<file path="src/rtl/nvsc_pkg.sv">
package nvsc_pkg;

    typedef enum logic [3:0] {
        ST_OFF,
        ST_IDLE,
        ST_WIN,
        ST_ERASE,
        ST_PROG,
        ST_SFIN,
        ST_CLR,
        ST_LOAD,
        ST_RFIN
    } nvsc_state_e;

endpackage

</file>
<file path="src/rtl/nvsc_dirty.sv">
module nvsc_dirty (
    input  logic clk,
    input  logic rst_n,
    input  logic wr_ok,
    input  logic clr,
    output logic dirty
);
    logic dirty_d, dirty_q;

    always_comb begin
        dirty_d = dirty_q;
        if (clr)   dirty_d = 1'b0;
        if (wr_ok) dirty_d = 1'b1;
    end

    always_ff @(posedge clk or negedge rst_n) begin
        if (!rst_n) dirty_q <= 1'b0;
        else        dirty_q <= dirty_d;
    end

    assign dirty = dirty_q;

    // an accepted write always leaves the flag set
    a_r8_write_marks_dirty: assert property (@(posedge clk) disable iff (!rst_n)
        wr_ok |=> dirty);
    // completion without a write leaves the flag clear
    a_r8_done_clears: assert property (@(posedge clk) disable iff (!rst_n)
        (clr && !wr_ok) |=> !dirty);
endmodule

</file>
<file path="src/rtl/nvsc_wr_gate.sv">
module nvsc_wr_gate (
    input  logic clk,
    input  logic rst_n,
    input  logic hw_store_n,
    input  logic sram_wr,
    input  logic chip_dis,
    input  logic win_end,
    output logic req_fall,
    output logic wr_inhibit,
    output logic wr_ok
);
    typedef struct packed {
        logic req;
        logic grace;
    } gate_t;

    gate_t gate_d, gate_q;

    always_comb begin
        gate_d     = gate_q;
        gate_d.req = hw_store_n;
        if (req_fall)
            gate_d.grace = sram_wr && !chip_dis;
        else if (!sram_wr || hw_store_n || win_end)
            gate_d.grace = 1'b0;
    end

    always_ff @(posedge clk or negedge rst_n) begin
        if (!rst_n) gate_q <= '{req: 1'b1, grace: 1'b0};
        else        gate_q <= gate_d;
    end

    assign req_fall   = gate_q.req && !hw_store_n;
    assign wr_inhibit = chip_dis || (!gate_q.req && !gate_q.grace);
    assign wr_ok      = sram_wr && !wr_inhibit;

    // a request edge with no write in flight blocks the next cycle
    a_r5_block_new_wr: assert property (@(posedge clk) disable iff (!rst_n)
        (req_fall && !sram_wr) |=> wr_inhibit);
    // a held-low request without grace keeps writes blocked
    a_r5_hold_block: assert property (@(posedge clk) disable iff (!rst_n)
        (!gate_q.req && !hw_store_n && !sram_wr) |=> wr_inhibit);
endmodule

</file>
<file path="src/rtl/nv_shadow_ctrl.sv">
module nv_shadow_ctrl #(
    parameter int DLY_CYC    = 4,
    parameter int STORE_CYC  = 20,
    parameter int RECALL_CYC = 16
) (
    input  logic clk,
    input  logic rst_n,
    input  logic pwr_good,
    input  logic hw_store_n,
    input  logic sw_store,
    input  logic sw_recall,
    input  logic sram_wr,
    input  logic clear_done,
    input  logic load_done,
    input  logic erase_done,
    input  logic program_done,
    output logic busy_pulldown,
    output logic wr_inhibit,
    output logic chip_dis,
    output logic cmd_clear,
    output logic cmd_load,
    output logic cmd_erase,
    output logic cmd_program
);
    import nvsc_pkg::*;

    localparam int TOP_A = (STORE_CYC > RECALL_CYC) ? STORE_CYC : RECALL_CYC;
    localparam int TOP   = (TOP_A > DLY_CYC) ? TOP_A : DLY_CYC;
    localparam int TW    = $clog2(TOP + 1);
    localparam logic [TW-1:0] WIN_LAST = TW'(DLY_CYC - 1);
    localparam logic [TW-1:0] ST_LAST  = TW'(STORE_CYC - 1);
    localparam logic [TW-1:0] RC_LAST  = TW'(RECALL_CYC - 1);
    localparam logic [TW-1:0] T_MAX    = TW'(TOP);

    typedef struct packed {
        nvsc_state_e st;
        logic [TW-1:0] tmr;
        logic          rcl_pend;
    } ctl_t;

    ctl_t ctl_d, ctl_q;
    logic [TW-1:0] tmr_inc;
    logic req_fall, wr_ok, dirty, win_end, op_done;

    assign win_end = (ctl_q.st == ST_WIN) && (ctl_q.tmr == WIN_LAST);
    assign op_done = pwr_good &&
        (((ctl_q.st == ST_SFIN) && (ctl_q.tmr >= ST_LAST)) ||
         ((ctl_q.st == ST_RFIN) && (ctl_q.tmr >= RC_LAST)));
    assign tmr_inc = (ctl_q.tmr == T_MAX) ? ctl_q.tmr : ctl_q.tmr + 1'b1;

    always_comb begin
        ctl_d = ctl_q;
        if (!pwr_good) begin
            ctl_d.st       = ST_OFF;
            ctl_d.tmr      = '0;
            ctl_d.rcl_pend = 1'b1;
        end else begin
            unique case (ctl_q.st)
                ST_OFF: if (ctl_q.rcl_pend) begin
                    ctl_d.st       = ST_CLR;
                    ctl_d.tmr      = '0;
                    ctl_d.rcl_pend = 1'b0;
                end
                ST_IDLE: begin
                    ctl_d.tmr = '0;
                    if (sw_recall)              ctl_d.st = ST_CLR;
                    else if (sw_store)          ctl_d.st = ST_ERASE;
                    else if (req_fall && dirty) ctl_d.st = ST_WIN;
                end
                ST_WIN: begin
                    ctl_d.tmr = tmr_inc;
                    if (win_end) begin
                        ctl_d.st  = ST_ERASE;
                        ctl_d.tmr = '0;
                    end
                end
                ST_ERASE: begin
                    ctl_d.tmr = tmr_inc;
                    if (erase_done) ctl_d.st = ST_PROG;
                end
                ST_PROG: begin
                    ctl_d.tmr = tmr_inc;
                    if (program_done) ctl_d.st = ST_SFIN;
                end
                ST_CLR: begin
                    ctl_d.tmr = tmr_inc;
                    if (clear_done) ctl_d.st = ST_LOAD;
                end
                ST_LOAD: begin
                    ctl_d.tmr = tmr_inc;
                    if (load_done) ctl_d.st = ST_RFIN;
                end
                ST_SFIN, ST_RFIN: begin
                    ctl_d.tmr = tmr_inc;
                    if (op_done) begin
                        ctl_d.st  = ST_IDLE;
                        ctl_d.tmr = '0;
                    end
                end
                default: ctl_d.st = ST_OFF;
            endcase
        end
    end

    always_ff @(posedge clk or negedge rst_n) begin
        if (!rst_n) ctl_q <= '{st: ST_OFF, tmr: '0, rcl_pend: 1'b1};
        else        ctl_q <= ctl_d;
    end

    assign chip_dis      = !(ctl_q.st inside {ST_IDLE, ST_WIN});
    assign busy_pulldown = ctl_q.st inside {ST_WIN, ST_ERASE, ST_PROG, ST_SFIN};
    assign cmd_clear     = (ctl_q.st == ST_CLR);
    assign cmd_load      = (ctl_q.st == ST_LOAD);
    assign cmd_erase     = (ctl_q.st == ST_ERASE);
    assign cmd_program   = (ctl_q.st == ST_PROG);

    nvsc_wr_gate u_gate (
        .clk        (clk),
        .rst_n      (rst_n),
        .hw_store_n (hw_store_n),
        .sram_wr    (sram_wr),
        .chip_dis   (chip_dis),
        .win_end    (win_end),
        .req_fall   (req_fall),
        .wr_inhibit (wr_inhibit),
        .wr_ok      (wr_ok)
    );

    nvsc_dirty u_dirty (
        .clk   (clk),
        .rst_n (rst_n),
        .wr_ok (wr_ok),
        .clr   (op_done),
        .dirty (dirty)
    );

    // load only follows clear
    a_r2_load_after_clear: assert property (@(posedge clk) disable iff (!rst_n)
        $rose(cmd_load) |-> $past(cmd_clear));
    // program only follows erase
    a_r6_prog_after_erase: assert property (@(posedge clk) disable iff (!rst_n)
        $rose(cmd_program) |-> $past(cmd_erase));
    // nonvolatile commands only while the busy line is pulled
    a_r6_busy_in_store: assert property (@(posedge clk) disable iff (!rst_n)
        (cmd_erase || cmd_program) |-> busy_pulldown);
    // a clean request edge never raises busy
    a_r4_clean_no_store: assert property (@(posedge clk) disable iff (!rst_n)
        (ctl_q.st == ST_IDLE && req_fall && !dirty && !sw_store && !sw_recall && pwr_good)
        |=> !busy_pulldown);
    // power loss disables the memory on the next cycle
    a_r9_pwr_loss_off: assert property (@(posedge clk) disable iff (!rst_n)
        !pwr_good |=> (chip_dis && !busy_pulldown));
    // memory stays disabled while a mover command is active
    a_r7_dis_during_op: assert property (@(posedge clk) disable iff (!rst_n)
        (cmd_clear || cmd_load || cmd_erase || cmd_program) |-> chip_dis);
endmodule

</file>
<file path="config.mk">
export PLATFORM = sky130hd
export DESIGN_NAME = nv_shadow_ctrl
export DESIGN_NICKNAME = d
export VERILOG_FILES = /design/src/rtl/nvsc_pkg.sv /design/src/rtl/nvsc_dirty.sv /design/src/rtl/nvsc_wr_gate.sv /design/src/rtl/nv_shadow_ctrl.sv
export SDC_FILE = /design/constraint.sdc
export NUM_CORES = 1
export LEC_CHECK = 0
export ABC_AREA = 1
export ABC_CLOCK_PERIOD_IN_PS = 2150
export CAP_MARGIN = 20
export CORE_AREA = 2 2 52 54
export DETAILED_ROUTE_END_ITERATION = 16
export DIE_AREA = 0 0 54 56
export PLACE_DENSITY_LB_ADDON = 0.3
export SYNTH_ARGS = -nofsm -noshare
export SYNTH_HDL_FRONTEND = slang
export SYNTH_HIERARCHICAL = 1
export SYNTH_SLANG_ARGS = --single-unit
</file>
<file path="constraint.sdc">
create_clock -name clk -period 2.15 [get_ports clk]
set_input_delay 0.3225 -clock clk [delete_from_list [all_inputs] [get_ports clk]]
set_output_delay 0.3225 -clock clk [all_outputs]
set_load 0.05 [all_outputs]
</file>
Yosys cells after proc, flatten, opt, wreduce, memory -nomap -nowiden
Cells that the tools add are included.

Flip-flop bits (word level): 13. Output and inout port bits: 7. Logic and storage cells: 76.

$add $sub $neg: 1. Order comparisons: 2. Equality and inequality tests: 20. Multiplexer cells: 19. Reductions and logical operators: 28.

Operator list (count): 4-bit case mux with 8 select lines (1); 4-bit two-way mux (7); 5-bit case mux with 5 select lines (1); 10-bit two-way mux (2); 9-bit two-way mux (2); 3-bit inequality test, second input constant (6); 4-bit by 3-bit equality test with 1-bit output, second input constant (4); 1-bit logical AND (9); 4-bit by 2-bit equality test with 1-bit output, second input constant (2); 8-bit AND reduction (1); 1-bit logical NOT (6); 6-bit by 2-bit inequality test with 1-bit output, second input constant (1); 2-bit nonzero test (3); 5-bit by 1-bit adder with 5-bit output, second input constant (1); 5-bit by 2-bit equality test with 1-bit output, second input constant (1); 5-bit equality test, second input constant (1); 5-bit by 4-bit greater-or-equal comparator with 1-bit output, second input constant (1); 5-bit greater-or-equal comparator, second input constant (1); 1-bit two-way mux (5); 5-bit two-way mux (1); 5-bit inequality test, second input constant (1); 4-bit by 1-bit equality test with 1-bit output, second input constant (1); 4-bit equality test, second input constant (1); 4-bit logical NOT (1); other kinds (7) (10).

Longest topological paths before layout
Depth after elaboration: 8. Gate-level depth with buffers: 13.

Hierarchy
Netlist, hierarchy kept.

By module, submodules not included: nv_shadow_ctrl (times used 1, cells each 150, area an instance 1011.0 µm²); nvsc_wr_gate (times used 1, cells each 12, area an instance 106.4 µm²); nvsc_dirty (times used 1, cells each 5, area an instance 40.0 µm²).

Worst setup path after synthesis
Ideal clock, no wire load.

Path kind: register -> register. Start: register ctl_q[8] (netlist bit). End: register u_dirty.dirty_q, in the netlist u_dirty/dirty. Data arrival time: 1.947 ns. Setup slack: 0.139 ns. Stages on the path, launching flop included: 9. Clock period less this slack: 2.011 ns. Cell sequence: dfrtp_1 > nor2_2 > nand2_1 > inv_1 > nand2_1 > o21bai_1 > nor2_1 > inv_1 > nand2_1.

Cells in the longest elaborated chain, start to end: 7. Elaborated cells between the ends (all ways): 15. Classes of those cells: eq/ne (4); mux (1); reduce/logical (10).

Ends and longest elaborated chain: start: declaration (line nv_shadow_ctrl.sv:41) `ctl_t ctl_d, ctl_q;`; start signal: assignment (line nv_shadow_ctrl.sv:106) `if (!rst_n) ctl_q <= '{st: ST_OFF, tmr: '0, rcl_pend: 1'b1};`; start signal: assignment (line nv_shadow_ctrl.sv:107) `else ctl_q <= ctl_d;`; 4-bit by 1-bit equality test with 1-bit output / 4-bit by 2-bit equality test with 1-bit output (equally long branches) (line nv_shadow_ctrl.sv:110) `assign chip_dis = !(ctl_q.st inside {ST_IDLE, ST_WIN});`; 2-bit nonzero test * (line nv_shadow_ctrl.sv:110); 1-bit logical NOT * (line nv_shadow_ctrl.sv:110); via chip_dis (line nv_shadow_ctrl.sv:19) `output logic chip_dis,`; 1-bit logical OR * (line nvsc_wr_gate.sv:34) `assign wr_inhibit = chip_dis || (!gate_q.req && !gate_q.grace);`; via wr_inhibit (line nv_shadow_ctrl.sv:18) `output logic wr_inhibit,`; 1-bit logical NOT * (line nvsc_wr_gate.sv:35) `assign wr_ok = sram_wr && !wr_inhibit;`; 1-bit logical AND * (line nvsc_wr_gate.sv:35); via wr_ok (line nv_shadow_ctrl.sv:43) `logic req_fall, wr_ok, dirty, win_end, op_done;`; 1-bit two-way mux / 2-bit nonzero test (equally long branches); end signal: assignment (line nvsc_dirty.sv:18) `else dirty_q <= dirty_d;`; end: declaration (line nvsc_dirty.sv:8) `logic dirty_d, dirty_q;`.

Mark *: on every way through the listed nets, which the timed path passes. The rest lies on a longest branch. A chain may end at the register's enable or synchronous reset.

Worst setup path after layout
Start: register ctl_q[8] (netlist bit). End: output wr_inhibit.

Cells in the longest elaborated chain, start to end: 4. Elaborated cells between the ends (all ways): 5. Classes of those cells: eq/ne (2); reduce/logical (3).

Ends and longest elaborated chain (line): 4-bit by 1-bit equality test with 1-bit output / 4-bit by 2-bit equality test with 1-bit output (equally long branches) (nv_shadow_ctrl.sv:110); 2-bit nonzero test * (nv_shadow_ctrl.sv:110); 1-bit logical NOT * (nv_shadow_ctrl.sv:110); 1-bit logical OR * (nvsc_wr_gate.sv:34); end: declaration (nv_shadow_ctrl.sv:18).

Mark *: on every way between the ends. The rest lies on a longest branch, timed or not.

==> reports/results.tsv <==
metric	value	unit
status	complete, no violations	
hold_violations	0	
ys_seq_area_share	28.3	%
arrival	1.75	ns
cp.depth	6	
postCtsResizedCells	0	
cpPeakStageDelay	0.48	ns
dp_cells	212	
relSlewSlack	58.5	%
stdcell_count	216	
cp_cell_sequence	nor2_4, nand2_1, inv_1, nand2_1, o21bai_1, buf_12	
critPathBufInv	2	
yosysTopAreaCellShare	23.8	%
io_pins	18	
layout-drive-gt1-share	29.0	%
synth_top_family_by_area	simple AND/OR/NAND/NOR gates	
start_util	47.6	%
postSynthCellCount	167	
grt_antenna_before_repair	0	
syn_area	1160	µm²
max_freq	482	MHz
crit_path_end_kind	output port	
h-tree-depth	1	
slew_viol_final	0	
rows	18	
cts_tree	built	
fillCellCount	250	
grt_pass1_vias	970	
power_density	1130	nW/µm²
wirelength	2480	µm
start_kind	flip-flop	
cpMostUsedCell	nand2_1	
die_x	54	µm
cts_made_buffers	3	
rr_endpoint	ctl_q[2]	
yosysTopAreaCell	dfrtp_1	
crit_slowest_cell	dfrtp_1	
io_buffers	17	
ys_ff_latch	13	
syn2layout_area_growth	19.6	%
drtIter0Drc	27	
synth.distinct_cells	27	
clk_latency	0.28	ns
drc	0	
dr.pass1.iters	4	
period_needed	2.07	ns
antenna_left	0	
vias	1050	
routedWlPerCell	11.5	µm
worstSetupStartpoint	ctl_q[8]	
avgSynthCellArea	6.93	µm²
drv_cap	0	
period_share	96.4	%
reg2reg_slack	0.36	ns
tns	0	ns
setup_viol	0	
post-cts-setup-buffers	0	
synth-main-ff-cell	dfrtp_1	
dieHeight	56	µm
r2r_cells	13	
clkTransAtPathRegs	0.10	ns
grt_max_degree	14	
nets	201	
cts_root_buffer	clkbuf_4	
synth-xor-area-share	0.757	%
grt_util_all_layers	17.8	%
synth_enable_flop_cells	0	
clkSinkCount	13	
cts_hold_buf	0	
vias_per_cell	4.86	
synthTopCellsByArea	dfrtp_1 24%, nand2_1 14%, inv_1 7.1%, nor2_2 6.5%, nand3_1 5.6%	
synthSimpleGateAreaFrac	48.5	%
synth.area.mux_share	0	%
crit_end	wr_inhibit	
path_class	flip-flop to output port	
worstMarginPinSlew	0.621	ns
required	1.83	ns
dieArea	3020	µm²
synth_nets	181	
gp_congestion	0.853	
synth_adder_area_share	3.24	%
ys_async_sr_fraction	100	%
grt_pass1_wl	4100	µm
coreArea	2430	µm²
cts_max_path_buffers	2	
r2r_start	ctl_q[1]	
dpl.hpwl	1950	µm
min_path_type	input pin to async pin	
path_max_fanout	5	
ir_drop	643	µV
yosysWarnings	6	
placed_cell_area	1350	µm²
final_area	1380	µm²
synth_compound_area_share	7.24	%
cp_top_family	flip-flops	
grt-ovfl-total	0	
antenna_cells	0	
clock_skew	0.00747	ns
leakage	0.736	nW
## cell families (layout without fill, tap and decap cells)
kind of cell	Yosys count	count (layout)
simple gates	107	107
buf+inv	31	50
flops	13	13
compound gates	12	12
fa+ha+maj	3	3
xor+xnor	1	1
## cell type report
type	count	area (µm²)	share of cell area, %
Timing Repair Buffer	18	185	13.4
Sequential cell	13	330	23.9
Inverter	28	108	7.78
Tap cell	30	37.5	2.71
Clock buffer	4	26.3	1.90
Multi-Input combinational cell	123	697	50.4
## cells in the final DEF, fill, tap and decap left out, drive strengths merged, types with 2 or more instances in the layout
master         Yosys  layout
a21oi              5       5
buf                3       8
clkbuf             0       4
clkdlybuf4s50      0      10
dfrtp             11      11
dfstp              2       2
ha                 3       3
inv               28      28
nand2             54      54
nand3             18      18
nand4              3       3
nor2              28      28
nor3               3       3
o21ai              4       4
## worst min-delay path by stage
stage | slack (ns) | endpoint
final | 0.42 | ctl_q[8]
after global routing | 0.47 | ctl_q[8]
after CTS | 0.45 | ctl_q[8]
after detailed placement | 0.47 | u_dirty/dirty
after global placement | 0.46 | u_dirty/dirty
after floorplan | 0.03 | ctl_q[1]
## flip-flops by register name, indices dropped and copies added, names as in the netlist
register       flops
u_gate/gate_q      2
u_dirty/dirty      1
ctl_q             10
## cells in the mapped netlist, drive strengths merged (2+ instances only)
| cell type | count |
|---|---|
| nand4 | 3 |
| nor2 | 28 |
| ha | 3 |
| nand2 | 54 |
| dfrtp | 11 |
| dfstp | 2 |
| buf | 3 |
| a21oi | 5 |
| nand3 | 18 |
| inv | 28 |
| o21ai | 4 |
| nor3 | 3 |
## stage by stage
stage | hold slack [ns] | util, % | total power [W] | setup WS, ns
6_report | 0.422 | 56.9 | 0.00157 | 0.0769
5_1_grt | 0.469 | 56.9 | 0.00168 | -0.00533
4_1_cts | 0.449 | 56.6 | 0.00156 | 0.0156
3_5_place_dp | 0.468 | 55.5 | 0.00140 | 0.333
3_3_place_gp | 0.457 | 55.5 | 0.00139 | 0.357
2_1_floorplan | 0.0269 | - | 0.00114 | 0.139
## power breakdown
group | switching, W | leakage [nW] | total, W | internal, W
sequential | 0.0000896 | 0.163 | 0.000393 | 0.000303
combinational | 0.000653 | 0.558 | 0.00101 | 0.000360
clock | 0.0000892 | 0.0150 | 0.000161 | 0.0000718
total | 0.000832 | 0.736 | 0.00157 | 0.000735
## per-layer routing
layer,track usage [%],vias up,share of wire (%)
li1,-,557,-
met1,26.6,473,51
met2,26.8,18,45
met3,2.42,2,3.9
met4,4.29,0,0.73
met5,0,-,0
No activity file was read; power rests on OpenSTA's default activity.
